--- src/rtl/rbag_pkg.sv ---
package rbag_pkg;
  localparam int DEF_ADDR_W = 32;
  localparam int DEF_BLK_W  = 16;
  localparam int DEF_BEAT_W = 8;
  localparam int DEF_BOFS_W = 14;
  localparam int DEF_KOFS_W = 17;
  localparam int DEF_RPT_W  = 11;
  localparam int SIDES      = 2;
  localparam int SIDE_SRC   = 0;
  localparam int SIDE_DST   = 1;
endpackage

--- src/rtl/rbag_cfg_check.sv ---
module rbag_cfg_check #(
  parameter int BLK_W  = 16,
  parameter int BEAT_W = 8,
  parameter int BOFS_W = 14,
  parameter int KOFS_W = 17
) (
  input  logic [BLK_W-1:0]  blk_bytes,
  input  logic [BEAT_W-1:0] burst_beats,
  input  logic [BOFS_W-1:0] src_burst_ofs,
  input  logic [BOFS_W-1:0] dst_burst_ofs,
  input  logic [KOFS_W-1:0] src_blk_ofs,
  input  logic [KOFS_W-1:0] dst_blk_ofs,
  output logic              cfg_ok
);
  localparam logic [BOFS_W-1:0] BOFS_MIN = {1'b1, {(BOFS_W-1){1'b0}}};
  localparam logic [KOFS_W-1:0] KOFS_MIN = {1'b1, {(KOFS_W-1){1'b0}}};

  always_comb begin
    cfg_ok = (blk_bytes != '0) && (burst_beats != '0) &&
             (src_burst_ofs != BOFS_MIN) && (dst_burst_ofs != BOFS_MIN) &&
             (src_blk_ofs != KOFS_MIN) && (dst_blk_ofs != KOFS_MIN);
  end
endmodule

--- src/rtl/rbag_seq.sv ---
module rbag_seq #(
  parameter int BLK_W  = 16,
  parameter int BEAT_W = 8,
  parameter int RPT_W  = 11
) (
  input  logic              clk,
  input  logic              rst,
  input  logic              start,
  input  logic              cfg_ok,
  input  logic [BLK_W-1:0]  blk_bytes,
  input  logic [BEAT_W-1:0] burst_beats,
  input  logic [1:0]        width_sel,
  input  logic [RPT_W-1:0]  rpt_m1,
  input  logic              acc,
  output logic              load,
  output logic              step,
  output logic              last,
  output logic              burst_vld,
  output logic [BLK_W-1:0]  burst_bytes,
  output logic              end_burst,
  output logic              end_block,
  output logic              end_all,
  output logic              cfg_err
);
  logic [BLK_W-1:0] blk_r, bb_r, rem_r;
  logic [RPT_W-1:0] rpt_r;
  logic [BLK_W-1:0] bb_in, first_len, reload_len, rem_after, next_len;

  always_comb begin
    bb_in      = BLK_W'(burst_beats) << width_sel;
    first_len  = (blk_bytes < bb_in) ? blk_bytes : bb_in;
    reload_len = (blk_r < bb_r) ? blk_r : bb_r;
    rem_after  = rem_r - burst_bytes;
    next_len   = (rem_after < bb_r) ? rem_after : bb_r;
    last       = (rem_r <= bb_r);
    load       = start && !burst_vld && cfg_ok;
    step       = burst_vld && acc;
  end

  always_ff @(posedge clk) begin
    if (rst) begin
      burst_vld   <= 1'b0;
      blk_r       <= '0;
      bb_r        <= '0;
      rem_r       <= '0;
      rpt_r       <= '0;
      burst_bytes <= '0;
      end_burst   <= 1'b0;
      end_block   <= 1'b0;
      end_all     <= 1'b0;
      cfg_err     <= 1'b0;
    end else begin
      end_burst <= 1'b0;
      end_block <= 1'b0;
      end_all   <= 1'b0;
      if (start && !burst_vld) begin
        cfg_err <= !cfg_ok;
        if (cfg_ok) begin
          burst_vld   <= 1'b1;
          blk_r       <= blk_bytes;
          bb_r        <= bb_in;
          rem_r       <= blk_bytes;
          rpt_r       <= rpt_m1;
          burst_bytes <= first_len;
        end
      end else if (step) begin
        end_burst <= 1'b1;
        if (last) begin
          end_block <= 1'b1;
          if (rpt_r == '0) begin
            end_all   <= 1'b1;
            burst_vld <= 1'b0;
          end else begin
            rpt_r       <= rpt_r - 1'b1;
            rem_r       <= blk_r;
            burst_bytes <= reload_len;
          end
        end else begin
          rem_r       <= rem_after;
          burst_bytes <= next_len;
        end
      end
    end
  end

  a_r3_len_bound: assert property (@(posedge clk) disable iff (rst)
    burst_vld |-> (burst_bytes != '0) && (burst_bytes <= bb_r) && (burst_bytes <= rem_r));

  a_r7_after_accept: assert property (@(posedge clk) disable iff (rst)
    end_burst |-> $past(step));

  a_r7_all_nested: assert property (@(posedge clk) disable iff (rst)
    end_all |-> end_block && end_burst && !burst_vld);

  a_r7_block_nested: assert property (@(posedge clk) disable iff (rst)
    end_block |-> end_burst);

  a_r8_err_idle: assert property (@(posedge clk) disable iff (rst)
    cfg_err |-> !burst_vld);
endmodule

--- src/rtl/rbag_lane.sv ---
module rbag_lane #(
  parameter int ADDR_W = 32,
  parameter int BLK_W  = 16,
  parameter int BOFS_W = 14,
  parameter int KOFS_W = 17
) (
  input  logic              clk,
  input  logic              rst,
  input  logic              load,
  input  logic              step,
  input  logic              last,
  input  logic [BLK_W-1:0]  len,
  input  logic [ADDR_W-1:0] base,
  input  logic [BOFS_W-1:0] bofs_in,
  input  logic [KOFS_W-1:0] kofs_in,
  output logic [ADDR_W-1:0] addr
);
  logic [BOFS_W-1:0] bofs_r;
  logic [KOFS_W-1:0] kofs_r;
  logic [ADDR_W-1:0] gap, end_addr;

  always_comb begin
    end_addr = addr + ADDR_W'(len);
    if (last) gap = {{(ADDR_W-KOFS_W){kofs_r[KOFS_W-1]}}, kofs_r};
    else      gap = {{(ADDR_W-BOFS_W){bofs_r[BOFS_W-1]}}, bofs_r};
  end

  always_ff @(posedge clk) begin
    if (rst) begin
      addr   <= '0;
      bofs_r <= '0;
      kofs_r <= '0;
    end else if (load) begin
      addr   <= base;
      bofs_r <= bofs_in;
      kofs_r <= kofs_in;
    end else if (step) begin
      addr <= end_addr + gap;
    end
  end
endmodule

--- src/rtl/rpt_blk_addr_gen.sv ---
module rpt_blk_addr_gen
  import rbag_pkg::*;
#(
  parameter int ADDR_W = DEF_ADDR_W,
  parameter int BLK_W  = DEF_BLK_W,
  parameter int BEAT_W = DEF_BEAT_W,
  parameter int BOFS_W = DEF_BOFS_W,
  parameter int KOFS_W = DEF_KOFS_W,
  parameter int RPT_W  = DEF_RPT_W
) (
  input  logic              clk,
  input  logic              rst,
  input  logic              start,
  input  logic [ADDR_W-1:0] src_base,
  input  logic [ADDR_W-1:0] dst_base,
  input  logic [BLK_W-1:0]  blk_bytes,
  input  logic [BEAT_W-1:0] burst_beats,
  input  logic [1:0]        width_sel,
  input  logic [BOFS_W-1:0] src_burst_ofs,
  input  logic [BOFS_W-1:0] dst_burst_ofs,
  input  logic [KOFS_W-1:0] src_blk_ofs,
  input  logic [KOFS_W-1:0] dst_blk_ofs,
  input  logic [RPT_W-1:0]  rpt_m1,
  input  logic              acc,
  output logic              burst_vld,
  output logic [ADDR_W-1:0] src_addr,
  output logic [ADDR_W-1:0] dst_addr,
  output logic [BLK_W-1:0]  burst_bytes,
  output logic              end_burst,
  output logic              end_block,
  output logic              end_all,
  output logic              cfg_err
);
  logic cfg_ok, load, step, last;
  logic [SIDES-1:0][ADDR_W-1:0] base_v, addr_v;
  logic [SIDES-1:0][BOFS_W-1:0] bofs_v;
  logic [SIDES-1:0][KOFS_W-1:0] kofs_v;

  assign base_v[SIDE_SRC] = src_base;
  assign base_v[SIDE_DST] = dst_base;
  assign bofs_v[SIDE_SRC] = src_burst_ofs;
  assign bofs_v[SIDE_DST] = dst_burst_ofs;
  assign kofs_v[SIDE_SRC] = src_blk_ofs;
  assign kofs_v[SIDE_DST] = dst_blk_ofs;
  assign src_addr = addr_v[SIDE_SRC];
  assign dst_addr = addr_v[SIDE_DST];

  rbag_cfg_check #(.BLK_W(BLK_W), .BEAT_W(BEAT_W), .BOFS_W(BOFS_W), .KOFS_W(KOFS_W)) u_chk (
    .blk_bytes(blk_bytes), .burst_beats(burst_beats),
    .src_burst_ofs(src_burst_ofs), .dst_burst_ofs(dst_burst_ofs),
    .src_blk_ofs(src_blk_ofs), .dst_blk_ofs(dst_blk_ofs), .cfg_ok(cfg_ok));

  rbag_seq #(.BLK_W(BLK_W), .BEAT_W(BEAT_W), .RPT_W(RPT_W)) u_seq (
    .clk(clk), .rst(rst), .start(start), .cfg_ok(cfg_ok),
    .blk_bytes(blk_bytes), .burst_beats(burst_beats), .width_sel(width_sel),
    .rpt_m1(rpt_m1), .acc(acc), .load(load), .step(step), .last(last),
    .burst_vld(burst_vld), .burst_bytes(burst_bytes), .end_burst(end_burst),
    .end_block(end_block), .end_all(end_all), .cfg_err(cfg_err));

  for (genvar g = 0; g < SIDES; g++) begin : g_lane
    rbag_lane #(.ADDR_W(ADDR_W), .BLK_W(BLK_W), .BOFS_W(BOFS_W), .KOFS_W(KOFS_W)) u_lane (
      .clk(clk), .rst(rst), .load(load), .step(step), .last(last),
      .len(burst_bytes), .base(base_v[g]), .bofs_in(bofs_v[g]),
      .kofs_in(kofs_v[g]), .addr(addr_v[g]));
  end

  a_r10_hold: assert property (@(posedge clk) disable iff (rst)
    burst_vld && !acc && !start |=> burst_vld && $stable(src_addr) && $stable(dst_addr)
                                  && $stable(burst_bytes) && !end_burst);

  a_r2_first_addr: assert property (@(posedge clk) disable iff (rst)
    start && !burst_vld && cfg_ok |=> burst_vld && !cfg_err);
endmodule

--- config.mk ---
export PLATFORM = sky130hd
export DESIGN_NAME = rpt_blk_addr_gen
export DESIGN_NICKNAME = d
export VERILOG_FILES = /design/src/rtl/rbag_pkg.sv /design/src/rtl/rbag_cfg_check.sv /design/src/rtl/rbag_seq.sv /design/src/rtl/rbag_lane.sv /design/src/rtl/rpt_blk_addr_gen.sv
export SDC_FILE = /design/constraint.sdc
export NUM_CORES = 1
export LEC_CHECK = 0
export ABC_AREA = 1
export BUFFER_PORTS_ARGS = -buffer_cell sky130_fd_sc_hd__buf_4
export CORE_MARGIN = 2
export CORE_UTILIZATION = 45
export CTS_BUF_LIST = sky130_fd_sc_hd__clkbuf_2 sky130_fd_sc_hd__clkbuf_4 sky130_fd_sc_hd__clkbuf_8
export CTS_CLUSTER_DIAMETER = 60
export DETAILED_ROUTE_END_ITERATION = 8
export PLACE_DENSITY = 0.65
export SLEW_MARGIN = 20
export SYNTH_ARGS = -nofsm -noshare
export SYNTH_HDL_FRONTEND = slang
export SYNTH_HIERARCHICAL = 1
export SYNTH_SLANG_ARGS = --single-unit
--- constraint.sdc ---
create_clock -name clk -period 3.46 [get_ports clk]
set_input_delay 0.173 -clock clk [delete_from_list [all_inputs] [get_ports clk]]
set_output_delay 0.173 -clock clk [all_outputs]
set_load 0.03 [all_outputs]
# Word level (Yosys, flattened, before mapping)
# Index checks and enable logic that the tools add are counted.
# op_classes
bitwise_logic	2
n_addsub	6
n_eq_ne	7
n_reduce_logical	24
order_cmp	4
n_mux	32
shifts	1
# op_table
cell	n
$mux 16	13
$mux 32	6
$add 32x16->32	2
$add 32x32->32	2
$mux 11	5
$lt 16x16->1	3
$ne 17x17->1 const B	2
$ne 14x14->1 const B	2
$le 16x16->1	1
$reduce_bool 16->1	1
$shl 8x2->16	1
$sub 16x16->16	1
$logic_not 11->1	1
$sub 11x1->11 const B	1
$logic_and 1x1->1	8
$mux 1	8
$reduce_and 4->1	2
$reduce_bool 2->1	4
$reduce_bool 8->1	1
$ne 2x1->1 const B	2
$reduce_or 4->1	1
$ne 3x3->1 const B	1
$reduce_and 3->1	1
$reduce_or 3->1	1
4 further kinds	6
# word_totals
word_cells	92
output_inout_bits	85
regBits	206

# Logic depth before layout (Yosys ltp)
# depth
word_depth	8
mapped_depth	29
mapped_depth_nobuf	27

# Modules after synthesis
# Netlist, hierarchy kept.
# modules_own_cells
mod	seq_area_each_um2	instances	area_each_um2	cells_per_inst
rbag_seq	1501.4	1	5868.1	908
rbag_lane at g_lane[0].u_lane	1261.2	1	5506.5	847
rbag_lane at g_lane[1].u_lane	1261.2	1	5358.9	846
rbag_cfg_check	0.0	1	321.6	79

# Worst setup path before layout
# Ideal clock, no wire load.
# synth_path
path_kind	reg-to-reg
start	reg u_seq.bb_r[9]
end	reg g_lane[1].u_lane.addr[11]
arrival_ns	3.545
n_path_buf	3
stages_incl_launch_ff	23
synth_period_minus_slack_ns	3.679
required_ns	3.326
setup_slack_ns	-0.219
cell_sequence	dfxtp_1 > inv_1 > ha_1 > a21o_1 > a211oi_1 > nand2_1 > nand2_1 > buf_4 > buf_4 > clkbuf_1 > nand2_1 > nand2_1 > fa_1 > ha_1 > nand2_1 > inv_1 > nand2_1 > nand3_1 > nand2_1 > nand3_1 > or2_2 > nand3_1 > a21oi_1
# synth_via
elab_chain_len	5
# synth_rtl
element	line	rtl
start: declaration	rbag_seq.sv:25	logic [BLK_W-1:0] blk_r, bb_r, rem_r;
start signal: assignment	rbag_seq.sv:61	bb_r <= bb_in;
$le 16x16->1	rbag_seq.sv:35	last = (rem_r <= bb_r);
via last	rpt_blk_addr_gen.sv:34	logic cfg_ok, load, step, last;
$mux 32	rbag_lane.sv:24	if (last) gap = {{(ADDR_W-KOFS_W){kofs_r[KOFS_W-1]}}, kofs_r};
$add 32x32->32	rbag_lane.sv:38	addr <= end_addr + gap;
$mux 32	rbag_lane.sv:37	end else if (step) begin
$mux 32	rbag_lane.sv:33	end else if (load) begin
end signal: assignment	rbag_lane.sv:34	addr <= base;
end signal: assignment	rbag_lane.sv:38	
end: declaration	rbag_lane.sv:16	output logic [ADDR_W-1:0] addr
# The timed path passes the listed nets, and every way through them passes these cells. The select of a mux whose other input is x is not followed.
# A chain may end at the register's enable or synchronous reset.

# Worst setup path in the final report
# layout_path
start	reg u_seq.bb_r[6]
end	reg g_lane[1].u_lane.addr[29]
# Same word-level chain as after synthesis.

==> flow_summary_export.csv <==
group,metric,value,unit
floorplan,coreArea,37490,sq um
sta,timing.final.max_slew_violations,0,
route,wirelength,67150,microns
power,internal_power,10090,uW
clock_tree,clkSinkCount,201,
critical_path,reg2reg_to,"g_lane[1].u_lane/addr[29]",
route,wl_per_cell,17.67,microns
global_route,global_route.overflow_total,0,
floorplan,floorplan.io_pins,252,
synthesis,synth_area_per_cell,6.364,sq um
finish,instances_no_fill,3800,
critical_path,path_class,"reg -> reg",
placed_design,gp_routability_congestion,0.9845,
floorplan,floorplan.rows,71,
route,dr.first_iter.drc_count,1122,
route,route.vias.total,19884,
finish,most_common_cell_after_layout_fill_and_taps_aside,"sky130_fd_sc_hd__nand2_1",
synthesis,post-synth-top-area-cell,"sky130_fd_sc_hd__dfxtp_1",
synthesis,netlist_instances,2680,
floorplan,floorplan.die_area,39470,sq um
clock_tree,clk_transition_reported_paths,60,ps
sta,final.setup.worst_slack,-217.3,ps
placed_design,cell_count_after_placement,3537,
synthesis,synth_enable_flop_cells,0,
synthesis,synth.cell_area,17060,sq um
power,power_density,742.1,nW/um^2
synthesis,ys_seq_elements,201,
finish,drive_gt1_share,32.56,%
critical_path,critPathRequiredTime,3920,ps
clock_tree,htree_num_levels,2,
synthesis,synth_warnings,6,
flow_run,max-cap-violations,0,
power,pwr-share-clk,14.8,%
sta,skew,16.73,ps
hold_path,worst_hold_path_type,"in -> reg",
route,ant_nets,0,
finish,finalCoreUtilization,68.89,%
critical_path,r2r_slack,-220,ps
global_route,first_global_vias,19220,
power,power.switching_fraction,47.33,%
clock_tree,cts_tree,"yes",
status,outcome,"finished with violations",
power,p_switching,9073,uW
power,flop_pwr_share,15.8,%
sta,hold_viol,0,
sta,timing.setup.tns,-6431,ps
power,finalPower,19170,uW
global_route,grt_max_degree,57,
global_route,number_of_antenna_violations_at_the_first_check_in_global_routing,0,
synthesis,synthArstFlopShare,0,%
route,drt_pass1_iterations,6,
finish,final_nets,3612,
synthesis,post-synth-top-area-fraction,23.59,%
synthesis,yosysSeqAreaShare,23.59,%
synthesis,synth-main-ff-cell,"sky130_fd_sc_hd__dfxtp_1",
floorplan,die-width,198.7,microns
clock_tree,tritoncts.num_buffers,43,
power,power.combinational.fraction,69.4,%
sta,grt_setup_unrepaired,"yes",
critical_path,cp_data_arrival_time,4140,ps
sta,fin_crit_sh,106.3,%
sta,timing.final.crit_period,3677,ps
sta,slew-limit-headroom,38.22,%
finish,synthToLayoutAreaGrowth,51.43,%
critical_path,crit_path_launch_type,"register",
sta,fmax,271.9,MHz
sta,tightest_slew,925.7,ps
synthesis,mappedNetlistNets,3029,
synthesis,synth.lib_cells_used.distinct,55,
clock_tree,clock_latency_late_sink,610,ps
global_route,groute.usage.overall,32.94,%
placed_design,port_buffers,251,
power,static-leakage-power,0.01307,uW
clock_tree,clock_path_buffers,3,
clock_tree,cts_root_buf,"sky130_fd_sc_hd__clkbuf_8",
route,vias_per_cell,5.233,
critical_path,crit_end,"g_lane[1].u_lane/addr[29]",
critical_path,max_fo_critical_path,6,
synthesis,leading_post_synthesis_cells_by_cell_area,"sky130_fd_sc_hd__dfxtp_1 24%, sky130_fd_sc_hd__nand2_1 17%, sky130_fd_sc_hd__ha_1 11%",
route,post-route-drc-count,0,
global_route,grt_first_pass_wirelength,101800,microns
critical_path,worstReg2RegStart,"u_seq/bb_r[6]",
status,failing_checks,"negative setup slack",
finish,most-common-layout-cells,"605 x sky130_fd_sc_hd__nand2_1, 436 x sky130_fd_sc_hd__buf_4, 330 x sky130_fd_sc_hd__inv_1",
placed_design,hpwl_reported_at_the_end_of_detailed_placement,48330,microns
critical_path,crit_start,"u_seq/bb_r[6]",
critical_path,timing.critical_path.to_type,"register",
floorplan,die_height,198.7,microns
sta,setup_viol,52,
power,power.ir.vdd_worst,0.5282,mV
critical_path,rr_worst_depth,26,
floorplan,initial_util,45.49,%
sta,hold_slack,62.07,ps
finish,antenna_cells,0,
finish,fillCellCount,3252,
-- layer usage --
metal / part of all wire, % / global-route usage (%) / wire length (microns)
met2: 48 / 55.96 / 31940
met4: 3.7 / 11.97 / 2475
met3: 5.8 / 4.357 / 3928
met1: 43 / 42.68 / 28800
met5: 0 / 0 / 0
-- synth_stat cells, types with 15 or more instances --
library cell and number:
sky130_fd_sc_hd__clkbuf_1 49, sky130_fd_sc_hd__nor2_1 298, sky130_fd_sc_hd__inv_1 361, sky130_fd_sc_hd__ha_1 147, sky130_fd_sc_hd__a21oi_1 177, sky130_fd_sc_hd__nand3_1 126
sky130_fd_sc_hd__a22oi_1 44, sky130_fd_sc_hd__buf_2 16, sky130_fd_sc_hd__nand3_2 19, sky130_fd_sc_hd__nor2_2 15, sky130_fd_sc_hd__dfxtp_1 201, sky130_fd_sc_hd__o21ai_0 180
sky130_fd_sc_hd__a31oi_1 22, sky130_fd_sc_hd__xor2_1 22, sky130_fd_sc_hd__fa_1 35, sky130_fd_sc_hd__nand2_1 759, sky130_fd_sc_hd__nand2_2 42
-- power by group through the flow --
stage / logic, uW / clock network, uW / registers, uW
floorplan: 6210 / 0 / 3280
global placement: 9920 / 0 / 3030
detailed placement: 10100 / 0 / 3030
CTS: 11900 / 2900 / 3000
global route: 14400 / 2990 / 3070
finish: 13300 / 2840 / 3030
-- worst min-delay path by stage --
stage                             endpoint  slack [ps]              from  cells past startpoint
4_1_cts                    u_seq/rpt_r[10]          40        rpt_m1[10]                      5
3_3_place_gp    g_lane[0].u_lane/kofs_r[8]         400    src_blk_ofs[8]                      3
5_1_grt                    u_seq/rpt_r[10]         120        rpt_m1[10]                      5
6_report                     u_seq/bb_r[7]          60    burst_beats[5]                      5
3_5_place_dp    g_lane[1].u_lane/bofs_r[4]         410  dst_burst_ofs[4]                      3
2_1_floorplan  g_lane[0].u_lane/kofs_r[16]         310   src_blk_ofs[16]                      2
-- critical path, stage by stage, from the launching register on --
cell and delay [ps]:
sky130_fd_sc_hd__dfxtp_2 330, sky130_fd_sc_hd__inv_1 70, sky130_fd_sc_hd__ha_1 310, sky130_fd_sc_hd__nand2_2 90, sky130_fd_sc_hd__nor2_2 40, sky130_fd_sc_hd__buf_4 120
sky130_fd_sc_hd__buf_4 130, sky130_fd_sc_hd__nand3_4 90, sky130_fd_sc_hd__nand2_8 100, sky130_fd_sc_hd__buf_12 160, sky130_fd_sc_hd__nand2_4 60, sky130_fd_sc_hd__nand2_4 50
sky130_fd_sc_hd__fa_1 540, sky130_fd_sc_hd__ha_2 190, sky130_fd_sc_hd__inv_2 40, sky130_fd_sc_hd__fa_2 340, sky130_fd_sc_hd__inv_2 100, sky130_fd_sc_hd__nand3_2 100
sky130_fd_sc_hd__nand3_4 80, sky130_fd_sc_hd__nand3_2 60, sky130_fd_sc_hd__nand3_2 110, sky130_fd_sc_hd__buf_6 140, sky130_fd_sc_hd__nand2_4 60, sky130_fd_sc_hd__nand2_2 60
sky130_fd_sc_hd__nand2_2 50, sky130_fd_sc_hd__nand3_2 70, sky130_fd_sc_hd__a21oi_2 50
-- cell type report --
class,count,area (sq um),share of cell area [%]
repair inverters,1,8.758,0.03391
flip-flops and latches,201,4040,15.64
multi-input cells,2018,13510,52.29
inverters,375,1445,5.595
clock inverters,9,122.6,0.4748
clock buffers,62,790.8,3.062
well taps,511,639.4,2.476
repair buffers,623,5275,20.42
-- flip-flops by register name (all words and copies together), names as in the netlist, 11 cells and up --
| signal | cells |
|---|---|
| u_seq/blk_r | 16 |
| u_seq/bb_r | 11 |
| g_lane.u_lane/addr | 64 |
| g_lane.u_lane/kofs_r | 34 |
| g_lane.u_lane/bofs_r | 28 |
| u_seq/rpt_r | 11 |
| u_seq/rem_r | 16 |
| u_seq/burst_bytes | 16 |
-- per-stage QoR --
step / setup WS (ps) / cell area, sq um
floorplan: 2.022 / 17150
global placement: -292.2 / 20620
detailed placement: -341.3 / 20620
CTS: -116.4 / 24740
global route: -397.7 / 25830
finish: -217.3 / 25830
-- what timing repair did --
item / CTS / global route
endpoints found under the setup margin: 55 / 69
hold buffers: 156 / 0
pin swaps: 98 / 125
gates resized for setup: 313 / 244
gates cloned: 0 / 2
buffers inserted: 20 / 18
hold endpoints to repair: 170 / 0
-- cell families after synthesis --
group | synth area share (%)
AO/OA/AOI/OAI | 15.90
XOR/XNOR | 1.335
adder cells (fa/ha/maj) | 14.89
buffers and inverters | 10.95
flip-flops | 23.59
multiplexers | 0.1761
AND/OR/NAND/NOR | 33.14
Note: power is estimated with default switching activity, not from simulation.
